$ cat config.mk
export PLATFORM = sky130hd
export DESIGN_NAME = flow_ctl
export DESIGN_NICKNAME = d
export VERILOG_FILES = /design/src/rtl/flow_ctl.sv
export SDC_FILE = /design/constraint.sdc
export NUM_CORES = 1
export LEC_CHECK = 0
export BUFFER_PORTS_ARGS = -buffer_cell sky130_fd_sc_hd__buf_2
export CORE_AREA = 2 2 146 148
export DETAILED_ROUTE_END_ITERATION = 7
export DIE_AREA = 0 0 148 150
export SYNTH_ARGS = -nofsm -noshare
export SYNTH_HDL_FRONTEND = slang
export SYNTH_SLANG_ARGS = --single-unit
$ cat constraint.sdc
create_clock -name clk -period 3.9 [get_ports clk]
set_input_delay 0.195 -clock clk [delete_from_list [all_inputs] [get_ports clk]]
set_output_delay 0.195 -clock clk [all_outputs]
set_load 0.02 [all_outputs]
$ cat src/rtl/flow_ctl.sv
module flow_ctl #(
  parameter int PCW = 22,
  parameter int KW = 12,
  parameter logic [15:0] SP_RESET = 16'h0080
) (
  input  logic           clk,
  input  logic           rst_n,
  input  logic           start,
  input  logic [3:0]     op,
  input  logic [2:0]     sbit,
  input  logic           sval,
  input  logic [7:0]     sreg,
  input  logic [KW-1:0]  koff,
  input  logic [PCW-1:0] tgt,
  input  logic [15:0]    zptr,
  input  logic [7:0]     zext,
  input  logic           skip_hit,
  input  logic           next_long,
  output logic [15:0]    mem_addr,
  output logic [7:0]     mem_wdata,
  output logic           mem_we,
  output logic           mem_re,
  input  logic [7:0]     mem_rdata,
  output logic [PCW-1:0] pc,
  output logic [15:0]    sp,
  output logic           busy,
  output logic           done,
  output logic [2:0]     cycles,
  output logic           iflag_set
);
  localparam logic [3:0] OP_STEP = 4'd0, OP_BR = 4'd1, OP_SKIP = 4'd2, OP_JMP = 4'd3,
                         OP_RJMP = 4'd4, OP_IJMP = 4'd5, OP_EIJMP = 4'd6, OP_CALL = 4'd7,
                         OP_RCALL = 4'd8, OP_ICALL = 4'd9, OP_EICALL = 4'd10,
                         OP_RET = 4'd11, OP_RETI = 4'd12;

  typedef enum logic [2:0] {S_IDLE, S_PUSH0, S_PUSH1, S_POP0, S_POP1, S_POP2} st_t;
  st_t st;

  logic [PCW-1:0] tgt_q;
  logic [15:0]    ret_q;
  logic [7:0]     hi_q;
  logic           reti_q;

  wire [PCW-1:0] pc1  = pc + PCW'(1);
  wire [PCW-1:0] kext = {{(PCW-KW){koff[KW-1]}}, koff};
  wire [PCW-1:0] rel  = pc1 + kext;
  wire [PCW-1:0] zt   = {{(PCW-16){1'b0}}, zptr};
  wire [23:0]    ez   = {zext, zptr};
  wire [PCW-1:0] ezt  = ez[PCW-1:0];
  wire           hit  = sreg[sbit] == sval;
  wire           is_push = op inside {OP_CALL, OP_RCALL, OP_ICALL, OP_EICALL};
  wire           is_pop  = op inside {OP_RET, OP_RETI};

  logic [PCW-1:0] nxt, ret_n;
  logic [2:0]     ncyc;

  always_comb begin
    nxt = pc1;
    ret_n = pc1;
    ncyc = 3'd1;
    case (op)
      OP_BR:     if (hit) begin nxt = rel; ncyc = 3'd2; end
      OP_SKIP:   if (skip_hit) begin
                   nxt  = next_long ? pc + PCW'(3) : pc + PCW'(2);
                   ncyc = next_long ? 3'd3 : 3'd2;
                 end
      OP_JMP:    begin nxt = tgt; ncyc = 3'd3; end
      OP_RJMP:   begin nxt = rel; ncyc = 3'd2; end
      OP_IJMP:   begin nxt = zt;  ncyc = 3'd2; end
      OP_EIJMP:  begin nxt = ezt; ncyc = 3'd2; end
      OP_CALL:   begin nxt = tgt; ncyc = 3'd5; ret_n = pc + PCW'(2); end
      OP_RCALL:  begin nxt = rel; ncyc = 3'd4; end
      OP_ICALL:  begin nxt = zt;  ncyc = 3'd3; end
      OP_EICALL: begin nxt = ezt; ncyc = 3'd4; end
      OP_RET, OP_RETI: ncyc = 3'd5;
      default: ;
    endcase
  end

  assign busy      = st != S_IDLE;
  assign mem_we    = st == S_PUSH0 || st == S_PUSH1;
  assign mem_re    = st == S_POP0 || st == S_POP1;
  assign mem_wdata = st == S_PUSH1 ? ret_q[15:8] : ret_q[7:0];

  always_comb begin
    case (st)
      S_PUSH1: mem_addr = sp - 16'd1;
      S_POP0:  mem_addr = sp + 16'd1;
      S_POP1:  mem_addr = sp + 16'd2;
      default: mem_addr = sp;
    endcase
  end

  always_ff @(posedge clk) begin
    if (!rst_n) begin
      st <= S_IDLE;
      pc <= '0;
      sp <= SP_RESET;
      cycles <= '0;
      done <= 1'b0;
      iflag_set <= 1'b0;
      tgt_q <= '0;
      ret_q <= '0;
      hi_q <= '0;
      reti_q <= 1'b0;
    end else begin
      done <= 1'b0;
      iflag_set <= 1'b0;
      case (st)
        S_IDLE: if (start) begin
          cycles <= ncyc;
          if (is_push) begin
            ret_q <= ret_n[15:0];
            tgt_q <= nxt;
            st <= S_PUSH0;
          end else if (is_pop) begin
            reti_q <= op == OP_RETI;
            st <= S_POP0;
          end else begin
            pc <= nxt;
            done <= 1'b1;
          end
        end
        S_PUSH0: st <= S_PUSH1;
        S_PUSH1: begin
          sp <= sp - 16'd2;
          pc <= tgt_q;
          done <= 1'b1;
          st <= S_IDLE;
        end
        S_POP0: st <= S_POP1;
        S_POP1: begin
          hi_q <= mem_rdata;
          st <= S_POP2;
        end
        S_POP2: begin
          pc <= {{(PCW-16){1'b0}}, hi_q, mem_rdata};
          sp <= sp + 16'd2;
          done <= 1'b1;
          iflag_set <= reti_q;
          st <= S_IDLE;
        end
        default: st <= S_IDLE;
      endcase
    end
  end
endmodule

After elaboration in Yosys (flattened, before gate mapping). Cells that the tools add are included. W data, S select, Z words.

Register bits after elaboration: 93. Word-level logic and storage cells: 91.

Add/sub/neg operators: 8. $lt $le $gt $ge: 1. Eq/ne operators: 22. Muxes and demuxes: 26. Bitwise gates (word level): 1. Reductions and logical operators: 23.

Operator list (count): $mux W22 (6); $pmux W22 S6 (1); $pmux W22 S3 (1); $pmux W16 S3 (1); $add A22 B2 Y22 const B (2); $pmux W16 S2 (1); $add A22 B1 Y22 const B (1); $add A22 B22 Y22 (1); $eq A4 B4 Y1 const B (5); $pmux W3 S6 (1); $add A16 B1 Y16 const B (1); $add A16 B2 Y16 const B (1); $eq A4 B3 Y1 const B (4); $mux W16 (1); $sub A16 B1 Y16 const B (1); $sub A16 B2 Y16 const B (1); $reduce_or A2 Y1 (7); $pmux W3 S4 (1); $mux W3 (3); $eq A4 B2 Y1 const B (2); $mux W8 (1); $reduce_and A4 Y1 (2); $eq A3 B2 Y1 const B (2); $eq A3 B3 Y1 const B (2); 19 further kinds (32).

Depth between registers and ports, before layout. Gate-level depths: netlist (run 1).

Word-level depth: 9. Mapped depth: 15. Gate-level depth less buffers: 14.

Worst setup path after synthesis (run 1). OpenSTA, ideal clock, no wires.

Path type: reg-to-reg. From: reg pc[1]. To: reg pc[17]. Arrival: 3.373 ns. Data required time: 3.767 ns. Setup slack: 0.394 ns. Stages on the path, launching flop included: 15. Buffers on the path: 0. Path through: dfxtp_1 ha_1 and3_1 nand3_1 nor2_1 xor2_1 ha_1 a21oi_1 o21ai_0 a21o_1 o311ai_0 xnor2_1 a221oi_1 a2bb2oi_1 a21oi_1.

Longest elaborated chain between the ends: 8. Elaborated cells between the ends (all ways): 12. Classes of those cells: 4 x add/sub; 8 x mux.

RTL lines: start: declaration (RTL line 24) `output logic [PCW-1:0] pc,`; start signal: assignment (RTL line 120) `pc <= nxt;`; start signal: assignment (RTL line 127) `pc <= tgt_q;`; start signal: assignment (RTL line 137) `pc <= {{(PCW-16){1'b0}}, hi_q, mem_rdata};`; $add A22 B1 Y22 (tied with other cells) (RTL line 44) `wire [PCW-1:0] pc1 = pc + PCW'(1);`; $add A22 B22 Y22 or $mux W22 (tied branches) (RTL line 46, 64); $mux W22 (on tied branches) (RTL line 62, 63); $pmux W22 S6 * (RTL line 61) `case (op)`; $mux W22 * (RTL line 116) `end else if (is_pop) begin`; $mux W22 * (RTL line 112) `if (is_push) begin`; $mux W22 * (RTL line 110) `S_IDLE: if (start) begin`; $pmux W22 S3 * (RTL line 109) `case (st)`.

Every way passes the cells marked *; elsewhere a longest branch is shown, timed or not. The select of a mux whose other input is x is not followed. A chain may end at the register's enable or synchronous reset.

Worst setup path after layout (run 1).
From: reg pc[8]. To: reg tgt_q[15].

Longest elaborated chain between the ends: 4. Elaborated cells between the ends (all ways): 8. Classes of those cells: 4 x add/sub; 4 x mux.

RTL lines: $add A22 B1 Y22 (tied with other cells) (RTL line 44); $add A22 B22 Y22 or $mux W22 (tied branches) (RTL line 46, 64); $mux W22 (on tied branches) (RTL line 62, 63); $pmux W22 S6 * (RTL line 61); end signal: assignment (RTL line 114) `tgt_q <= nxt;`; end: declaration (RTL line 39) `logic [PCW-1:0] tgt_q;`.

Every way passes the cells marked *; elsewhere a longest branch is shown, timed or not.

==> results of run 1 <==
-- through the flow --
| stage | setup slack, ps | std cells | hold slack (ps) | total power, uW |
|---|---|---|---|---|
| floorplan | 394 | 1056 | 331 | 1790 |
| global placement | 340 | 1438 | 443 | 2130 |
| detailed placement | 279 | 1438 | 449 | 2140 |
| CTS | 271 | 1454 | 101 | 3050 |
| global route | 3.81 | 1454 | 120 | 3220 |
| finish | 309 | 1454 | 112 | 3060 |
-- cell usage after synthesis, drive strengths merged (6+ instances only) --
library cell  count
o211ai            7
and3             11
ha               29
or3              12
nor3             24
or2               7
nor4              6
clkbuf           71
a21o              7
nand3            34
a21oi            82
nor2b            10
a22oi            17
a221oi           29
nand2           122
o21ai            88
nor2            115
dfxtp            92
inv              19
a211oi           32
nand2b           11
nand4             8
xnor2            51
a31oi            19
buf              14
xor2             38
mux2i             8
and2              8
-- worst paths after layout --
| path | from | end | slack (ps) | cells past startpoint |
|---|---|---|---|---|
| max | pc[8] | tgt_q[15] | 310 | 14 |
| max reg2reg | pc[8] | tgt_q[15] | 310 | 14 |
| min reg2reg | hi_q[3] | hi_q[3] | 460 | 2 |
| min | mem_rdata[7] | hi_q[7] | 110 | 3 |
-- worst register-to-register path, stage by stage, from the launching register on --
cell,delay (ps)
dfxtp_1,460
nand3_1,290
nor3_1,260
buf_4,170
nand2_1,70
xnor2_1,200
ha_1,320
a21oi_1,260
o21ai_0,150
or2_2,300
o32ai_1,340
or3b_2,190
a31o_2,210
nor2_1,60
a211oi_1,230
-- power breakdown --
| part | switching (uW) | leakage, uW | internal (uW) | total (uW) |
|---|---|---|---|---|
| Clock | 407 | 0.000143 | 506 | 913 |
| Combinational | 651 | 0.00281 | 413 | 1060 |
| Sequential | 78.7 | 0.000752 | 1000 | 1080 |
| Total | 1140 | 0.00371 | 1920 | 3060 |
-- per-layer routing --
| metal | wire (um) | global-route usage |
|---|---|---|
| met1 | 12900 | 0.346 |
| met2 | 12100 | 0.387 |
| met3 | 1400 | 0.0271 |
| met4 | 471 | 0.0600 |
| met5 | 0 | 0 |
-- cells by family after synthesis --
kind of cell | after synthesis | share of synthesized area
other cells | 1 | 0.000487
compound gates | 337 | 0.293
flops | 92 | 0.239
simple gates | 388 | 0.235
fa+ha+maj | 30 | 0.0497
mux | 12 | 0.0223
xor+xnor | 90 | 0.104
buf+inv | 106 | 0.0562
-- cell type report --
class	count	area, um^2
fill	2242	11600
timing repair buffer	192	1070
clock buffer	9	225
inverter	21	78.8
sequential	92	1850
multi-input combinational	858	5470
clock inverter	7	80.1
tap	275	344
-- sequential cells by signal, summed over array words and instances (netlist names) --
register / count
ret_q: 16
done: 1
hi_q: 8
pc: 22
tgt_q: 22
reti_q: 1
iflag_set: 1
st: 3
cycles: 3
sp: 15
-- timing repair --
| action | CTS | global route |
|---|---|---|
| endpoints found under the hold margin | 0 | 0 |
| buffers inserted | 0 | 0 |
| gates resized for setup | 0 | 8 |
| endpoints found under the setup margin | 0 | 10 |
==> reports/summary.txt, run 1 <==
Outcome: finished clean
CTS H-tree lvls: 3
Commonest cells after routing, fill and taps aside: 153 x buf_2, 122 x nand2_1, 115 x nor2_1
Hold buffers post-CTS: 0
WP data required: 4160 ps
Final period util: 0.921
Final Util: 0.441
Total Wirelength: 26,900 um
TNS Setup: 0 ps
Largest net degree at the start of global routing: 72
Number of vias per cell: 5.68
P_leak: 0.00371 uW
Yosys warning total: 0
Antenna-violating nets left: 0
Critical path, cell by cell: nand3_1, nor3_1, buf_4, nand2_1, xnor2_1, ha_1, a21oi_1, o21ai_0, or2_2, o32ai_1, or3b_2, a31o_2, nor2_1, a211oi_1
Routed vias: 8,260
VDD IR max: 209 uV
CTS Buf Count: 9
Register area share after synthesis: 0.239
RSZ-0062 raised after global routing: false
Row count: 53
Nets: 1,291
Max Clock Skew: 11.5 ps
Flops & latches, synth: 92
EDFF count, synth: 0
Worst skew pair latency: 350 ps
Most used flip-flop cell after synthesis: dfxtp_1
PortBufs: 153
Fmax: 0.278 GHz
P per Cell Area: 335 nW/um^2
Max-cap violations: 0
Syn nets: 1,173
DRT Pass-1 Iters: 5
Total die area: 22,200 um^2
CP max-delay cell: dfxtp_1
Die Span X: 148 um
ANT cells: 0
I/O pin count: 157
GPL Wtd Cong: 0.944
Grt ovf: 0
Worst relative slew slack: 0.371
Data arrival time of the worst path: 3850 ps
Vias in the first global route: 7,541
Most common cell after layout, fill and taps aside: buf_2
Tot GR Track Use: 0.241
WS Path Type: flop to flop
Area delta synth->final: 18.4%
Setup Viol. Count Final: 0
CP top delay family: compound AO/OA/AOI/OAI gates
Starting Density: 0.372
CTS Sinks: 92
Drt wl/cell: 18.5 um
Startpoint Class: flop
Least-Margin Pin Slew: 943 ps
Synthesized cell area: 7700 um^2
Area leader, netlist: dfxtp_1
Crit Path Max Fanout: 6
Max Slew Vio Count: 0
Fin area: 9120 um^2
# DRC: 0
Post-DP HPWL: 20,600 um
Core box area: 20,700 um^2
Share of synthesized registers carrying an async set or reset: 0
Hold Path Class: input port to flop
Die Span Y: 150 um
Root Driver: clkbuf_16
Initial DRC count: 704
Slowest stage delay, CP: 460 ps
First-pass GRT wire length: 42,400 um
Synth cell types: 76
Syn Area/Cell: 7.29 um^2
Tmin final: 3590 ps
Crit path buf inv count: 1
Share of post-route cells with drive strength above 1: 0.207
Clock-pin slew on the worst setup and hold paths: 70 ps
Top cells by area, synth: dfxtp_1 24%, nand2_1 5.9%, xnor2_1 5.8%
Initial antenna violation count: 0
CTS tree: yes
CP endpoint kind: flop
Area after DPL: 8790 um^2
Synth top area share: 0.239
Final Hold Vio Count: 0
Mapped Cells: 1,056
Clock tree buffer depth: 2
No activity file was read; power rests on OpenSTA's default activity.
==> run 2, diff against run 1 <==
- CELL_PAD_IN_SITES_DETAIL_PLACEMENT: unset -> 2
- CELL_PAD_IN_SITES_GLOBAL_PLACEMENT: unset -> 2
- CORE_AREA: 2 2 146 148 -> 2 2 161 163
- DIE_AREA: 0 0 148 150 -> 0 0 163 165
- GPL_TIMING_DRIVEN: unset -> 1
- PLACE_DENSITY_LB_ADDON: unset -> 0.1
- SLEW_MARGIN: unset -> 20
==> run 2 against run 1 <==
  * Utilization down 6.5 points
  * Clock skew decreased by 2.9 ps
  * Global-route usage is 0.58 points higher
  * Sequential share of layout area fell by 0.65 points
  * Via count increased by 4.8%
  * Largest cell class unchanged
==> reports/summary.txt, run 2 (synthesis results as in run 1) <==
Hold path depth: 3
Commonest cells after routing, fill and taps aside: 153 x buf_2, 122 x nand2_1, 114 x nor2_1
ANT cells: 0
Multi-input combinational cell area: 5500 um^2
Hold endpoint: hi_q[6]
Total power: 3220 uW
Grt ovf: 0
CTS Buf Count: 9
Hold buffers post-CTS: 0
Row count: 58
Setup Viol. Count Final: 0
Area delta synth->final: 22.1%
Crit Path Max Fanout: 6
CTS tree: yes
WP data required: 4150 ps
Tot GR Track Use: 0.247
R2R Path Start: pc[0]
R2R cell count: 15
Post-route insts no fill: 1,533
CP endpoint kind: flop
Clock tree buffer depth: 2
P per Cell Area: 342 nW/um^2
Nets: 1,315
VDD IR max: 207 uV
Internal power: 2000 uW
WS Path Type: flop to flop
First-pass GRT wire length: 51,200 um
Largest net degree at the start of global routing: 40
GPL Wtd Cong: 0.879
Share of post-route cells with drive strength above 1: 0.225
Drt wl/cell: 21.6 um
Number of vias per cell: 5.65
Antenna-violating nets left: 0
# DRC: 0
Worst relative slew slack: 0.483
Filler cell count: 3,001
Starting Density: 0.308
Final Hold Slack: 98.4 ps
Total Wirelength: 33,200 um
PortBufs: 153
Hold wc startpoint: mem_rdata[6]
Worst R2R End: tgt_q[15]
Routed vias: 8,655
Critical path, cell by cell: ha_1, and3_1, nand3_1, buf_4, nor2_1, xor2_1, ha_1, a21oi_1, o21ai_0, or2_2, o32ai_1, or3b_2, a31o_2, nor2_1, a211oi_1
FF/Latch Area: 1840 um^2
M3 GR Usage: 0.0296
Final Hold Vio Count: 0
Final period util: 0.941
CTS H-tree lvls: 3
Switching Fraction: 0.377
Clock-pin slew on the worst setup and hold paths: 70 ps
Fmax: 0.272 GHz
P_leak: 0.00384 uW
Startpoint Class: flop
Initial antenna violation count: 0
Slowest stage delay, CP: 350 ps
Most common cell after layout, fill and taps aside: buf_2
Largest registers: pc: 22 flops, tgt_q: 22 flops, ret_q: 16 flops
Crit path buf inv count: 1
Max-cap violations: 0
CTS Sinks: 92
Data arrival time of the worst path: 3930 ps
Die Span Y: 165 um
CP top delay family: compound AO/OA/AOI/OAI gates
Root Driver: clkbuf_16
RSZ-0062 raised after global routing: true
GRT met2 Usage: 0.411
CP max-delay cell: dfxtp_1
Max Clock Skew: 8.65 ps
Gr busiest metal: met2
Inst Count DP: 1,515
Switching power: 1210 uW
I/O pin count: 157
Combinational Power Share: 0.353
Total die area: 26,900 um^2
Flop pwr share: 0.335
Clk pwr share: 0.312
Outcome: finished clean
Die Span X: 163 um
Least-Margin Pin Slew: 772 ps
Initial DRC count: 502
Max Slew Vio Count: 0
DRT Pass-1 Iters: 5
R2R Setup Slk: 230 ps
Post-DP HPWL: 25,700 um
Vias in the first global route: 8,761
Met1 Usage GRT: 0.344
Tmin final: 3670 ps
Hold Path Class: input port to flop
Worst skew pair latency: 360 ps
Core box area: 25,000 um^2
==> run 2: worst max path at each step <==
stage	cells after the start	startpoint	to	slack, ps
4_1_cts	14	pc[0]	tgt_q[15]	140
6_report	15	pc[0]	tgt_q[15]	230
3_5_place_dp	14	pc[7]	pc[19]	190
2_1_floorplan	14	pc[1]	pc[17]	390
3_3_place_gp	14	pc[7]	pc[19]	340
5_1_grt	15	pc[0]	tgt_q[15]	-20
==> run 2: power groups by stage <==
stage / Combinational, uW / Sequential (uW) / Clock (uW)
6_report: 1140 / 1080 / 1000
5_1_grt: 1240 / 1090 / 1070
4_1_cts: 1120 / 1080 / 1030
3_5_place_dp: 1120 / 1100 / 0
3_3_place_gp: 1090 / 1090 / 0
2_1_floorplan: 692 / 1100 / 0
==> run 2: metal layers <==
metal  share of wire  wire length (um)
met1            0.48             16100
met2            0.46             15400
met3           0.040              1310
met4           0.013               415
met5               0                 0
==> run 2: final cells by class <==
cell class | count | share of cell area
multi-input combinational | 858 | 0.585
sequential | 92 | 0.196
timing repair buffer | 216 | 0.132
tap | 330 | 0.0439
clock buffer | 9 | 0.0240
clock inverter | 7 | 0.0112
inverter | 21 | 0.00839
==> run 2: through the flow <==
| stage | instance area [um^2] | setup TNS, ps | util | setup WS [ps] |
|---|---|---|---|---|
| CTS | 9340 | 0 | 0.373 | 142 |
| finish | 9400 | 0 | 0.375 | 229 |
| floorplan | 7700 | 0 | - | 394 |
| global placement | 9010 | 0 | 0.360 | 337 |
| detailed placement | 9010 | 0 | 0.360 | 190 |
| global route | 9400 | -25.5 | 0.375 | -21.2 |
==> run 2: worst reg2reg max path, stage by stage, from the launching register on <==
cell	delay, ps
dfxtp_1	350
ha_1	220
and3_1	240
nand3_1	140
buf_4	170
nor2_1	150
xor2_1	210
ha_1	340
a21oi_1	240
o21ai_0	130
or2_2	320
o32ai_1	290
or3b_2	190
a31o_2	220
nor2_1	80
a211oi_1	280
==> run 2: timing repair <==
action / 4_1_cts / 5_1_grt
gates resized for setup: 0 / 10
buffers inserted: 0 / 2
setup endpoints to repair: 0 / 9
==> run 3, diff against run 2 <==
- ABC_AREA: unset -> 1
- CORE_AREA: 2 2 161 163 -> 2 2 170 172
- DIE_AREA: 0 0 163 165 -> 0 0 172 174
==> run 3 against run 2 <==
  * Die area is 11% higher
  * Combinational power grew to 2.6 times the previous value
  * Largest cell class unchanged
  * Final area is 5.9% higher
  * Routed wire length is 20% higher
  * Sequential cell count stayed put
  * Sequential share of layout area is 1.1 points lower
  * Largest power group unchanged
  * Power is 62% higher
  * Area after synthesis is 8.1% higher
==> reports/summary.txt, run 3 <==
GPL Wtd Cong: 0.886
Initial antenna violation count: 0
Max Clock Skew: 10.2 ps
Crit path buf inv count: 2
Outcome: finished clean
Mapped Cells: 1,389
Critical path, cell by cell: nand2_1, nor2_4, nand2_2, o21ai_0, nand2_1, o21ai_1, inv_1, ha_1, nand2_1, nor2_1, nand2_1, nand2_1, inv_1, nand3b_1, nand2_1, o21bai_1, o21ai_0, a21oi_1
Least-Margin Pin Slew: 991 ps
Top cells by area, synth: dfxtp_1 22%, nand2_1 17%, inv_1 7.4%
Worst relative slew slack: 0.335
CP most frequent cell: nand2_1
Slowest stage delay, CP: 420 ps
Syn Area/Cell: 6.00 um^2
Hold Path Class: input port to flop
Total Wirelength: 39,900 um
Inst Count DP: 1,912
Final Hold Vio Count: 0
Flops & latches, synth: 92
Area leader, netlist: dfxtp_1
Largest net degree at the start of global routing: 74
Total die area: 29,900 um^2
Post-route insts no fill: 1,928
Register area share after synthesis: 0.221
Post-CTS Setup Inserts: 0
P per Cell Area: 523 nW/um^2
Synth cell types: 53
Total power: 5210 uW
CTS Sinks: 92
Area delta synth->final: 19.6%
Most common cell after layout, fill and taps aside: nand2_1
Setup WS pre-CTS: 201 ps
Root Driver: clkbuf_16
EDFF count, synth: 0
I/O pin count: 157
Number of vias per cell: 5.21
Vias in the first global route: 10,577
Most used flip-flop cell after synthesis: dfxtp_1
Nets: 1,656
CP endpoint kind: flop
Data arrival time of the worst path: 3880 ps
P_leak: 0.00495 uW
Largest registers: pc: 22 flops, tgt_q: 22 flops, ret_q: 16 flops
Routed vias: 10,052
DRT Pass-1 Iters: 5
CP top delay family: simple AND/OR/NAND/NOR gates
Initial DRC count: 506
Grt ovf: 0
Tmin final: 3590 ps
Max-cap violations: 0
First-pass GRT wire length: 62,000 um
# DRC: 0
Hold buffers post-CTS: 0
Syn nets: 1,506
Share of synthesized registers carrying an async set or reset: 0
Die Span Y: 174 um
RSZ-0062 raised after global routing: false
CP max-delay cell: dfxtp_1
Final Hold Slack: 130 ps
Final period util: 0.921
Setup Viol. Count Final: 0
Top cells by count, synth: 383 x nand2_1, 165 x inv_1, 151 x nor2_1
Crit Path Max Fanout: 5
Worst skew pair latency: 360 ps
Drt wl/cell: 20.7 um
Synth top area share: 0.221
Synthesized cell area: 8330 um^2
Starting Density: 0.295
Setup ws final: 310 ps
CTS tree: yes
WS Path Type: flop to flop
CTS H-tree lvls: 3
Tot GR Track Use: 0.271
PortBufs: 153
TNS Setup: 0 ps
VDD IR max: 240 uV
Top-count cell post-synth: nand2_1
Max Slew Vio Count: 0
CTS Buf Count: 9
Fmax: 0.279 GHz
Die Span X: 172 um
Yosys warning total: 0
Share of post-route cells with drive strength above 1: 0.170
Row count: 62
Clock tree buffer depth: 2
Clock-pin slew on the worst setup and hold paths: 80 ps
ANT cells: 0
Commonest cells after routing, fill and taps aside: 383 x nand2_1, 165 x inv_1, 153 x buf_2
Post-DP HPWL: 31,400 um
Antenna-violating nets left: 0
Startpoint Class: flop
WP data required: 4190 ps
Core box area: 28,200 um^2
==> run 3: cell type report <==
cell class | instances | area [um^2]
fill | 3694 | 18300
multi-input combinational | 1067 | 5610
sequential | 92 | 1850
timing repair buffer | 190 | 1040
inverter | 179 | 674
tap | 384 | 480
clock buffer | 10 | 239
clock inverter | 6 | 68.8
==> run 3: what timing repair did <==
item | 4_1_cts | 5_1_grt
endpoints found under the setup margin | 0 | 16
hold endpoints to repair | 0 | 0
gates resized for setup | 0 | 7
==> run 3: per-layer routing <==
layer  global-route usage  part of all wire
met4               0.0571             0.019
met5                    0                 0
met3               0.0312             0.032
met1                0.353              0.46
met2                0.478              0.49
==> run 3: tightest hold or removal path, delay by kind of cell <==
family / cells / cell delay (ps)
buffers and inverters: 1 / 100
and+or+nand+nor: 1 / 80
AOI/OAI and AO/OA: 1 / 80
==> run 3: final timing paths <==
| check | startpoint | end | slack [ps] | cells past startpoint |
|---|---|---|---|---|
| min | mem_rdata[1] | hi_q[1] | 130 | 3 |
| max reg2reg | pc[5] | pc[13] | 310 | 18 |
| max | pc[5] | pc[13] | 310 | 18 |
| min reg2reg | reti_q | iflag_set | 480 | 2 |
==> run 3: through the flow <==
stage                     instance area (um^2)   util
after floorplan                           8330      -
after global placement                    9630  0.341
after detailed placement                  9630  0.341
after CTS                                 9940  0.352
after global routing                      9960  0.353
final                                     9960  0.353
==> run 3: cells by family (layout without fill, tap and decap cells) <==
| group | count (synthesis) | count (layout) | synth area share |
|---|---|---|---|
| and+or+nand+nor | 710 | 710 | 0.364 |
| AOI/OAI and AO/OA | 278 | 278 | 0.208 |
| buffers and inverters | 230 | 385 | 0.109 |
| DFF | 92 | 92 | 0.221 |
| xor gates and xnor gates | 48 | 48 | 0.0514 |
| adders and majority gates | 30 | 30 | 0.0460 |
| other | 1 | 1 | 0.000450 |
==> run 3: power by group <==
part	internal [uW]	switching [uW]	leakage, uW	total, uW
clock network	521	440	0.000149	960
logic	944	1990	0.00405	2930
registers	1090	225	0.000752	1320
